$ cat src/rtl/sclgen_pkg.sv
package sclgen_pkg;

  localparam int BASE_TICKS = 20;
  localparam int GAP_STEP_LOG = 3;

  typedef enum logic [1:0] {
    ST_IDLE,
    ST_LOW,
    ST_WAITHI,
    ST_HIGH
  } sclState_e;

  typedef struct packed {
    logic loadCfg;
    logic clrCnt;
    logic runLow;
    logic runHigh;
  } sclCtl_t;

endpackage

$ cat src/rtl/scl_datapath.sv
module scl_datapath
  import sclgen_pkg::*;
#(
  parameter int GAP_W       = 6,
  parameter int PRE_W       = 2,
  parameter int ROUND_TICKS = 5
) (
  input  logic                   clk,
  input  logic                   rstN,
  input  logic [GAP_W+PRE_W-1:0] divCfg,
  input  sclCtl_t                ctl,
  output logic                   phaseEnd,
  output logic                   shiftHit
);

  localparam int CFG_W   = GAP_W + PRE_W;
  localparam int MAX_PER = BASE_TICKS + ((2**GAP_W - 1) << GAP_STEP_LOG) + ROUND_TICKS;
  localparam int CNT_W   = $clog2(MAX_PER + 1);

  logic [CFG_W-1:0] cfgQ;
  logic [PRE_W-1:0] preSel;
  logic [GAP_W-1:0] gapSel;
  logic [PRE_W-1:0] preCnt;
  logic [CNT_W-1:0] phaseCnt;
  logic [CNT_W-1:0] periodTicks;
  logic [CNT_W-1:0] lowLen;
  logic [CNT_W-1:0] highLen;
  logic [CNT_W-1:0] midIdx;
  logic [CNT_W-1:0] curLen;
  logic             counting;
  logic             tick;

  // divider word is captured only while the controller reports idle
  always_ff @(posedge clk or negedge rstN) begin
    if (!rstN)            cfgQ <= '0;
    else if (ctl.loadCfg) cfgQ <= divCfg;
  end

  assign preSel = cfgQ[PRE_W-1:0];
  assign gapSel = cfgQ[CFG_W-1:PRE_W];

  always_comb begin
    periodTicks = CNT_W'(BASE_TICKS) + (CNT_W'(gapSel) << GAP_STEP_LOG) + CNT_W'(ROUND_TICKS);
    lowLen      = periodTicks >> 1;
    highLen     = periodTicks - lowLen;
    midIdx      = (lowLen >> 1) - CNT_W'(1);
    curLen      = ctl.runLow ? lowLen : highLen;
  end

  assign counting = ctl.runLow | ctl.runHigh;
  assign tick     = counting && (preCnt == preSel);

  always_ff @(posedge clk or negedge rstN) begin
    if (!rstN)           preCnt <= '0;
    else if (ctl.clrCnt) preCnt <= '0;
    else if (counting)   preCnt <= (preCnt == preSel) ? '0 : preCnt + PRE_W'(1);
  end

  always_ff @(posedge clk or negedge rstN) begin
    if (!rstN)           phaseCnt <= '0;
    else if (ctl.clrCnt) phaseCnt <= '0;
    else if (tick)       phaseCnt <= (phaseCnt == curLen - CNT_W'(1)) ? '0 : phaseCnt + CNT_W'(1);
  end

  assign phaseEnd = tick && (phaseCnt == curLen - CNT_W'(1));
  assign shiftHit = tick && ctl.runLow && (phaseCnt == midIdx);

  p_cfg_hold_r7: assert property (@(posedge clk) disable iff (!rstN)
    $past(ctl.runLow || ctl.runHigh) |-> $stable(cfgQ));

  p_phase_bound_r3: assert property (@(posedge clk) disable iff (!rstN)
    counting |-> (phaseCnt < curLen));

  p_shift_not_edge_r5: assert property (@(posedge clk) disable iff (!rstN)
    shiftHit |-> !phaseEnd);

endmodule

$ cat src/rtl/scl_ctrl.sv
module scl_ctrl
  import sclgen_pkg::*;
(
  input  logic    clk,
  input  logic    rstN,
  input  logic    enable,
  input  logic    startReq,
  input  logic    sclIn,
  input  logic    phaseEnd,
  input  logic    shiftHit,
  output sclCtl_t ctl,
  output logic    sclLow,
  output logic    sampleStb,
  output logic    shiftStb
);

  sclState_e state;
  sclState_e nextState;
  logic      sampleQ;

  always_comb begin
    nextState = state;
    ctl       = '0;
    unique case (state)
      ST_IDLE: begin
        ctl.loadCfg = 1'b1;
        ctl.clrCnt  = 1'b1;
        if (enable && startReq) nextState = ST_LOW;
      end
      ST_LOW: begin
        ctl.runLow = 1'b1;
        if (phaseEnd) nextState = ST_WAITHI;
      end
      ST_WAITHI: begin
        ctl.clrCnt = 1'b1;
        if (sclIn) nextState = ST_HIGH;
      end
      ST_HIGH: begin
        ctl.runHigh = 1'b1;
        if (phaseEnd) nextState = enable ? ST_LOW : ST_IDLE;
      end
      default: nextState = ST_IDLE;
    endcase
  end

  always_ff @(posedge clk or negedge rstN) begin
    if (!rstN) begin
      state   <= ST_IDLE;
      sampleQ <= 1'b0;
    end else begin
      state   <= nextState;
      sampleQ <= (state == ST_WAITHI) && sclIn;
    end
  end

  assign sclLow    = (state == ST_LOW);
  assign sampleStb = sampleQ;
  assign shiftStb  = shiftHit;

  p_sample_needs_line_r6: assert property (@(posedge clk) disable iff (!rstN)
    sampleStb |-> $past(sclIn));

  p_idle_no_start_r9: assert property (@(posedge clk) disable iff (!rstN)
    (state == ST_IDLE && !enable) |=> (state == ST_IDLE));

  p_strobe_apart_r5: assert property (@(posedge clk) disable iff (!rstN)
    !(sampleStb && shiftStb));

endmodule

$ cat src/rtl/scl_rate_gen.sv
module scl_rate_gen
  import sclgen_pkg::*;
#(
  parameter int GAP_W       = 6,
  parameter int PRE_W       = 2,
  parameter int ROUND_TICKS = 5
) (
  input  logic                   clk,
  input  logic                   rstN,
  input  logic [GAP_W+PRE_W-1:0] divCfg,
  input  logic                   enable,
  input  logic                   startReq,
  input  logic                   sclIn,
  output logic                   sclLow,
  output logic                   sampleStb,
  output logic                   shiftStb
);

  sclCtl_t ctl;
  logic    phaseEnd;
  logic    shiftHit;

  scl_datapath #(
    .GAP_W      (GAP_W),
    .PRE_W      (PRE_W),
    .ROUND_TICKS(ROUND_TICKS)
  ) u_dp (
    .clk     (clk),
    .rstN    (rstN),
    .divCfg  (divCfg),
    .ctl     (ctl),
    .phaseEnd(phaseEnd),
    .shiftHit(shiftHit)
  );

  scl_ctrl u_ctrl (
    .clk      (clk),
    .rstN     (rstN),
    .enable   (enable),
    .startReq (startReq),
    .sclIn    (sclIn),
    .phaseEnd (phaseEnd),
    .shiftHit (shiftHit),
    .ctl      (ctl),
    .sclLow   (sclLow),
    .sampleStb(sampleStb),
    .shiftStb (shiftStb)
  );

endmodule

$ cat config.mk
export PLATFORM = sky130hd
export DESIGN_NAME = scl_rate_gen
export DESIGN_NICKNAME = d
export VERILOG_FILES = /design/src/rtl/sclgen_pkg.sv /design/src/rtl/scl_datapath.sv /design/src/rtl/scl_ctrl.sv /design/src/rtl/scl_rate_gen.sv
export SDC_FILE = /design/constraint.sdc
export NUM_CORES = 1
export LEC_CHECK = 0
export BUFFER_PORTS_ARGS = -buffer_cell sky130_fd_sc_hd__buf_2
export CORE_ASPECT_RATIO = 2
export CORE_MARGIN = 2
export CORE_UTILIZATION = 30
export CTS_CLUSTER_SIZE = 16
export DETAILED_ROUTE_END_ITERATION = 16
export PLACE_DENSITY = 0.48
export SETUP_SLACK_MARGIN = 0.15
export SLEW_MARGIN = 20
export SYNTH_ARGS = -nofsm -noshare
export SYNTH_HDL_FRONTEND = slang
export SYNTH_SLANG_ARGS = --single-unit
$ cat constraint.sdc
create_clock -name clk -period 10.8 [get_ports clk]
set_input_delay 1.08 -clock clk [delete_from_list [all_inputs] [get_ports clk]]
set_output_delay 1.08 -clock clk [all_outputs]
set_load 0.005 [all_outputs]
==> impl_results.md, run 1 <==
- Core region area: between 0.008 and 0.009 mm²
- CTS Root Cell: clkbuf_16
- Hold Vio Cnt, Final: 0
- CTS tree: yes
- H-tree Lvls: 1
- Most instantiated library cell after synthesis: dfrtp_1
- Max Cap Viol: 0
- Initial antenna violation count: 0
- Arrival @ worst endpoint: between 5 and 6 ns
- Gpl congestion: just under 0.9
- Max Slew Vio Count: 0
- Synth Register Bits: 23
- Setup Skew: 0.00270 ns
- Leading post-synthesis cells by cell area: dfrtp_1, ha_1, xnor2_1, xor2_1, nand3_1
- Biggest area consumer among synthesized cells: dfrtp_1
- Worst-Margin Slew: between 0.8 and 0.9 ns
- Mapped cell area: around 0.0025 mm²
- # resized after CTS: 0
- Via count: approximately 2,300
- DRT antenna net count: 0
- Fin crit period: 5.23 ns
- Most instantiated cells after synthesis: dfrtp_1, xnor2_1
- Avg Synthesized Cell Area: roughly 8.4 µm²
- Port-buffer cells: 15
- Main synth FF type: dfrtp_1
- Worst hold path type: register to register
- Yosys top cell area share: about 23%
- Outcome: complete, no violations
- Seq/Total Area, Yosys: 22.6%
- Setup TNS after final layout: 0 ns
- Critical R2R Capture: u_ctrl.state[1]
- Post-CTS Setup Bufs: 0
- Clk_lat worst skew: ~0.26 ns
- Worst setup EP type: register
- Vias per cell: between 5 and 6
- Iter 0 DRT Violations: 132
- Total gr overflow: 0
- Hold_sp: u_dp.cfgQ[0]
- Worst-path clk slew: about 0.060 ns
- Die Wd: between 60 and 70 µm
- EDFF count, synth: 0
- Crit path capture: u_ctrl.state[1]
- Hold-fix buffers, CTS: 0
- Worst EP required: between 10 and 15 ns
- Share of cells above drive strength 1: ~15%
- Count of different cell masters after synthesis: 68
- Iteration count of the initial detailed-routing pass: 4
- FFs w/ async S/R, synth: 100%
- Setup Crit Path Kind: register to register
- Area Growth Syn to Fin: 7.93%
- Total wire length: 7340 µm
- Yosys warnings: 0
- Total Routing Usage GR: between 10% and 20%
- Largest net degree at the start of global routing: 24
- Final setup vio count: 0
- Flop-to-flop setup slack: 5.57 ns
- CTS Sinks: 23
- R2R Path Start: u_dp.cfgQ[2]
- Critical path launch point: u_dp.cfgQ[2]
- Max Freq: between 150 and 200 MHz
- Net Count, Synth: 333
- R2r worst-path depth: 15
- Die area: 0.00927 mm²
- Hpwl dp: about 5900 µm
- Post-route clock period utilization: 48.4%
- CP Launch Type: register
- Number of global-route vias before repair: roughly 2,300
- Num CTS Buffers: 3
- Antenna diodes: 0
- Crit path max fanout: 15
- RSZ-0062 raised after global routing: false
- Num ports: 16
- Clock Path Buffers: 2
- Starting Density: a little under a third
- Final #Nets: 336
- Slew HR: between 40% and 50%
- DR DRC count: 0
- First-pass GRT wire length: roughly 12,000 µm
- Wirelength per Cell: 18.3 µm
- Die height: ~130 µm
- Rows: 47
- Synthesized instance count: ~300
-- registers in the layout, summed over array words and instances, names as in the netlist --
signal,cells
u_ctrl.state,2
u_dp.preCnt,2
u_dp.phaseCnt,10
u_dp.cfgQ,8
u_ctrl.sampleStb,1
-- metrics by stage --
step	worst slack (ns)	hold WS [ns]	util, %	instances	area (µm²)
after CTS	5.62	0.533	33.3	401	2740
after detailed placement	5.66	0.518	32.3	397	2660
after global routing	5.07	0.548	33.3	401	2740
final	5.57	0.530	33.3	401	2740
after global placement	5.80	0.511	32.3	397	2660
after floorplan	6.54	0.501	-	301	2540
-- cell usage in the layout, fill, tap and decap left out, types with 3 or more instances in the layout --
master / synthesis / routed
a211oi_1: 4 / 4
a21o_1: 3 / 3
a21oi_1: 10 / 10
a31oi_1: 3 / 3
a32o_1: 3 / 3
and2_1: 5 / 5
and3_1: 8 / 8
buf_2: 3 / 15
clkbuf_16: 0 / 3
dfrtp_1: 23 / 23
ha_1: 19 / 19
inv_1: 8 / 8
inv_2: 4 / 4
mux2_2: 6 / 6
mux2i_1: 3 / 3
nand2_1: 19 / 19
nand3_1: 19 / 19
nand4_1: 5 / 5
nor2_1: 18 / 18
nor2b_1: 3 / 3
nor3_1: 19 / 19
o21ai_0: 13 / 13
or3_1: 5 / 5
xnor2_1: 22 / 22
xor2_1: 12 / 12
-- cells by family after synthesis --
kind of cell	share of synthesized area, %
buf+inv	5.61
flops	22.6
mux	4.43
fa+ha+maj	9.36
xor+xnor	14.3
simple gates	24.2
compound gates	19.4
-- metal layers --
| metal | GRT usage [%] | vias up | routed length (µm) |
|---|---|---|---|
| met4 | 10.5 | 0 | 413 |
| li1 | - | 1101 | - |
| met3 | 0.826 | 20 | 107 |
| met1 | 16.0 | 1098 | 2540 |
| met2 | 33.2 | 41 | 4280 |
| met5 | 0 | - | 0 |
-- worst min path at each step --
stage / endpoint / slack (ns) / depth (start not counted)
global route: u_dp.cfgQ[0] / 0.55 / 1
finish: u_dp.cfgQ[0] / 0.53 / 1
global placement: u_dp.cfgQ[0] / 0.51 / 1
floorplan: u_dp.cfgQ[0] / 0.50 / 1
CTS: u_dp.cfgQ[0] / 0.53 / 1
detailed placement: u_dp.cfgQ[0] / 0.52 / 1
-- critical path, stage by stage (launching register included) --
cell and delay [ns]:
dfrtp_1 0.72, inv_1 0.26, ha_1 0.46, xnor2_1 0.40, inv_2 0.16, ha_1 0.46
a21oi_1 0.15, a2111oi_0 0.49, a211oi_1 0.11, o211ai_1 0.24, o21bai_1 0.14, nand3_1 0.15
or4_4 0.57, a311oi_2 0.36, o21ai_1 0.12, mux2_4 0.30
-- cell type report --
class                      count  area [µm²]
clock buffer                   3        75.1
clock inverter                 1        7.51
fill                         918        5490
inverter                      13        48.8
multi-input combinational    246        1820
sequential                    23         576
tap                           98         123
timing repair buffer          17        90.1
Power of run 1 is left out: the tool's default activity adds up to more than one toggle a clock period on the data nets, which glitch-free logic cannot reach.
==> inputs of run 2 (changes only) <==
==> constraint.sdc (replaced) <==
create_clock -name clk -period 5.4 [get_ports clk]
set_input_delay 0.54 -clock clk [delete_from_list [all_inputs] [get_ports clk]]
set_output_delay 0.54 -clock clk [all_outputs]
set_load 0.005 [all_outputs]
==> run 2 against run 1 <==
  * Core utilization increased by 0.55 points
  * Non-clock buffer count increased by 6
  * Sequential share of layout area decreased by 0.34 points
  * Cell count increased by 1.5%
  * Worst hold slack got worse by 0.28 ns
  * Count of clock-buffer cells in the layout unchanged
  * Global-route usage decreased by 0.17 points
  * Critical path depth decreased by 1
  * Clock skew increased by 0.00061 ns
  * Routed wire length increased by 0.46%
==> impl_results.md, run 2 (synthesized netlist as in run 1, its figures left out) <==
- CP Launch Type: register
- Routing usage on met2: between 30 and 40%
- Core region area: around 0.0082 mm²
- Met3 global-route usage: less than 1%
- # fillers: between 800 and 900
- Final setup vio count: 0
- H-tree Lvls: 1
- Total Routing Usage GR: about 16%
- Fin crit period: between 4 and 5 ns
- Gr busiest metal: met2
- Crit path max fanout: 10
- Vias per cell: about 5.5
- Outcome: complete, no violations
- Number of flip-flops in the largest register: 10
- Slew HR: 46.7%
- Worst-Margin Slew: 0.793 ns
- CTS tree: yes
- Clk_lat worst skew: 0.26 ns
- Worst hold path type: input pin to async pin
- Iteration count of the initial detailed-routing pass: 4
- Critical R2R Capture: u_ctrl.state[1]
- DR DRC count: 0
- Most common cell after layout, fill and taps aside: dfrtp_1
- Largest registers: u_dp.phaseCnt (10), u_dp.cfgQ (8)
- Met1 GRT Util: 15.4%
- Antenna diodes: 0
- Biggest register: u_dp.phaseCnt
- Worst setup EP type: register
- Post-CTS Setup Bufs: 0
- Gpl congestion: approximately 0.9
- Area of the multi-input gates: 0.00182 mm²
- Worst-path clk slew: approximately 0.06 ns
- Port-buffer cells: 15
- Die area: 0.00927 mm²
- R2r worst-path depth: 14
- RSZ-0062 raised after global routing: false
- Die Wd: 69.1 µm
- Total gr overflow: 0
- Via count: 2,252
- Wirelength per Cell: around 18 µm
- DRT antenna net count: 0
- Arrival @ worst endpoint: 4.77 ns
- Max Cap Viol: 0
- Largest net degree at the start of global routing: 24
- Die height: between 100 and 150 µm
- Rows: 47
- First-pass GRT wire length: about 12,000 µm
- Flop-to-flop setup slack: 0.78 ns
- # resized after CTS: 0
- Post-route clock period utilization: between 80% and 90%
- Area Growth Syn to Fin: 9.70%
- Final #Nets: 342
- CTS Root Cell: clkbuf_16
- Hpwl dp: a little under 6000 µm
- Iter 0 DRT Violations: 91
- Hold Vio Cnt, Final: 0
- Seq. cell area: between 500 and 600 µm²
- Worst EP required: around 5.6 ns
- Setup Skew: approximately 0.0033 ns
- Num ports: 16
- Setup Crit Path Kind: register to register
- Starting Density: between 30% and 40%
- Initial antenna violation count: 0
- Hold-fix buffers, CTS: 0
- Max Slew Vio Count: 0
- Hold slack: roughly 0.25 ns
- Num CTS Buffers: 3
- Total wire length: 7370 µm
- R2R Path Start: u_dp.cfgQ[3]
- Share of cells above drive strength 1: 16.2%
- Number of global-route vias before repair: roughly 2,300
- Most frequent cells in the layout: dfrtp_1, xnor2_1
- Max Freq: 217 MHz
- CTS Sinks: 23
- Setup TNS after final layout: 0 ns
- Clock Path Buffers: 2
[run 2: changes by cell type in the layout (fill, tap and decap cells not counted), sizes merged]
cell  previous run  this run
buf             17        23
[run 2: area by class of cell]
cell class | count | area share (%)
well taps | 98 | 4.40
multi-input cells | 246 | 65.4
clock buffers | 3 | 2.69
flip-flops and latches | 23 | 20.6
repair buffers | 23 | 4.85
clock inverters | 1 | 0.269
inverters | 13 | 1.75
[run 2: critical path: stages (launching register included)]
cell and delay, ns:
dfrtp_1 0.53, inv_1 0.16, ha_1 0.23, xnor2_1 0.33, inv_2 0.16, ha_1 0.42, a21oi_2 0.35, nand3_1 0.13
a21o_1 0.25, a221o_1 0.39, and3_1 0.21, or4_4 0.53, a311oi_2 0.37, o21ai_1 0.13, mux2_4 0.30
[run 2: routing by layer]
metal	vias to the layer above	part of all wire (%)
met5	-	0
met4	0	5.5
met3	20	1.7
met2	51	58
met1	1077	35
li1	1104	-
[run 2: how the worst max path moves through the flow]
stage,startpoint,endpoint,cells after the start
2_1_floorplan,u_dp.cfgQ[2],u_ctrl.state[1],16
3_3_place_gp,u_dp.cfgQ[3],u_ctrl.state[1],14
3_5_place_dp,u_dp.cfgQ[3],u_ctrl.state[1],14
4_1_cts,u_dp.cfgQ[3],u_ctrl.state[1],14
5_1_grt,u_dp.cfgQ[3],u_ctrl.state[1],15
6_report,u_dp.cfgQ[3],u_ctrl.state[1],14
[run 2: metrics by stage]
step | utilization [%] | instances | worst slack, ns | instance area (µm²)
final | 33.9 | 407 | 0.782 | 2790
after global routing | 33.9 | 407 | 0.450 | 2790
after CTS | 33.9 | 407 | 0.830 | 2790
after detailed placement | 32.9 | 403 | 0.886 | 2710
after global placement | 32.9 | 403 | 0.934 | 2710
after floorplan | - | 301 | 1.14 | 2540
Power of run 2 is left out for the same reason.
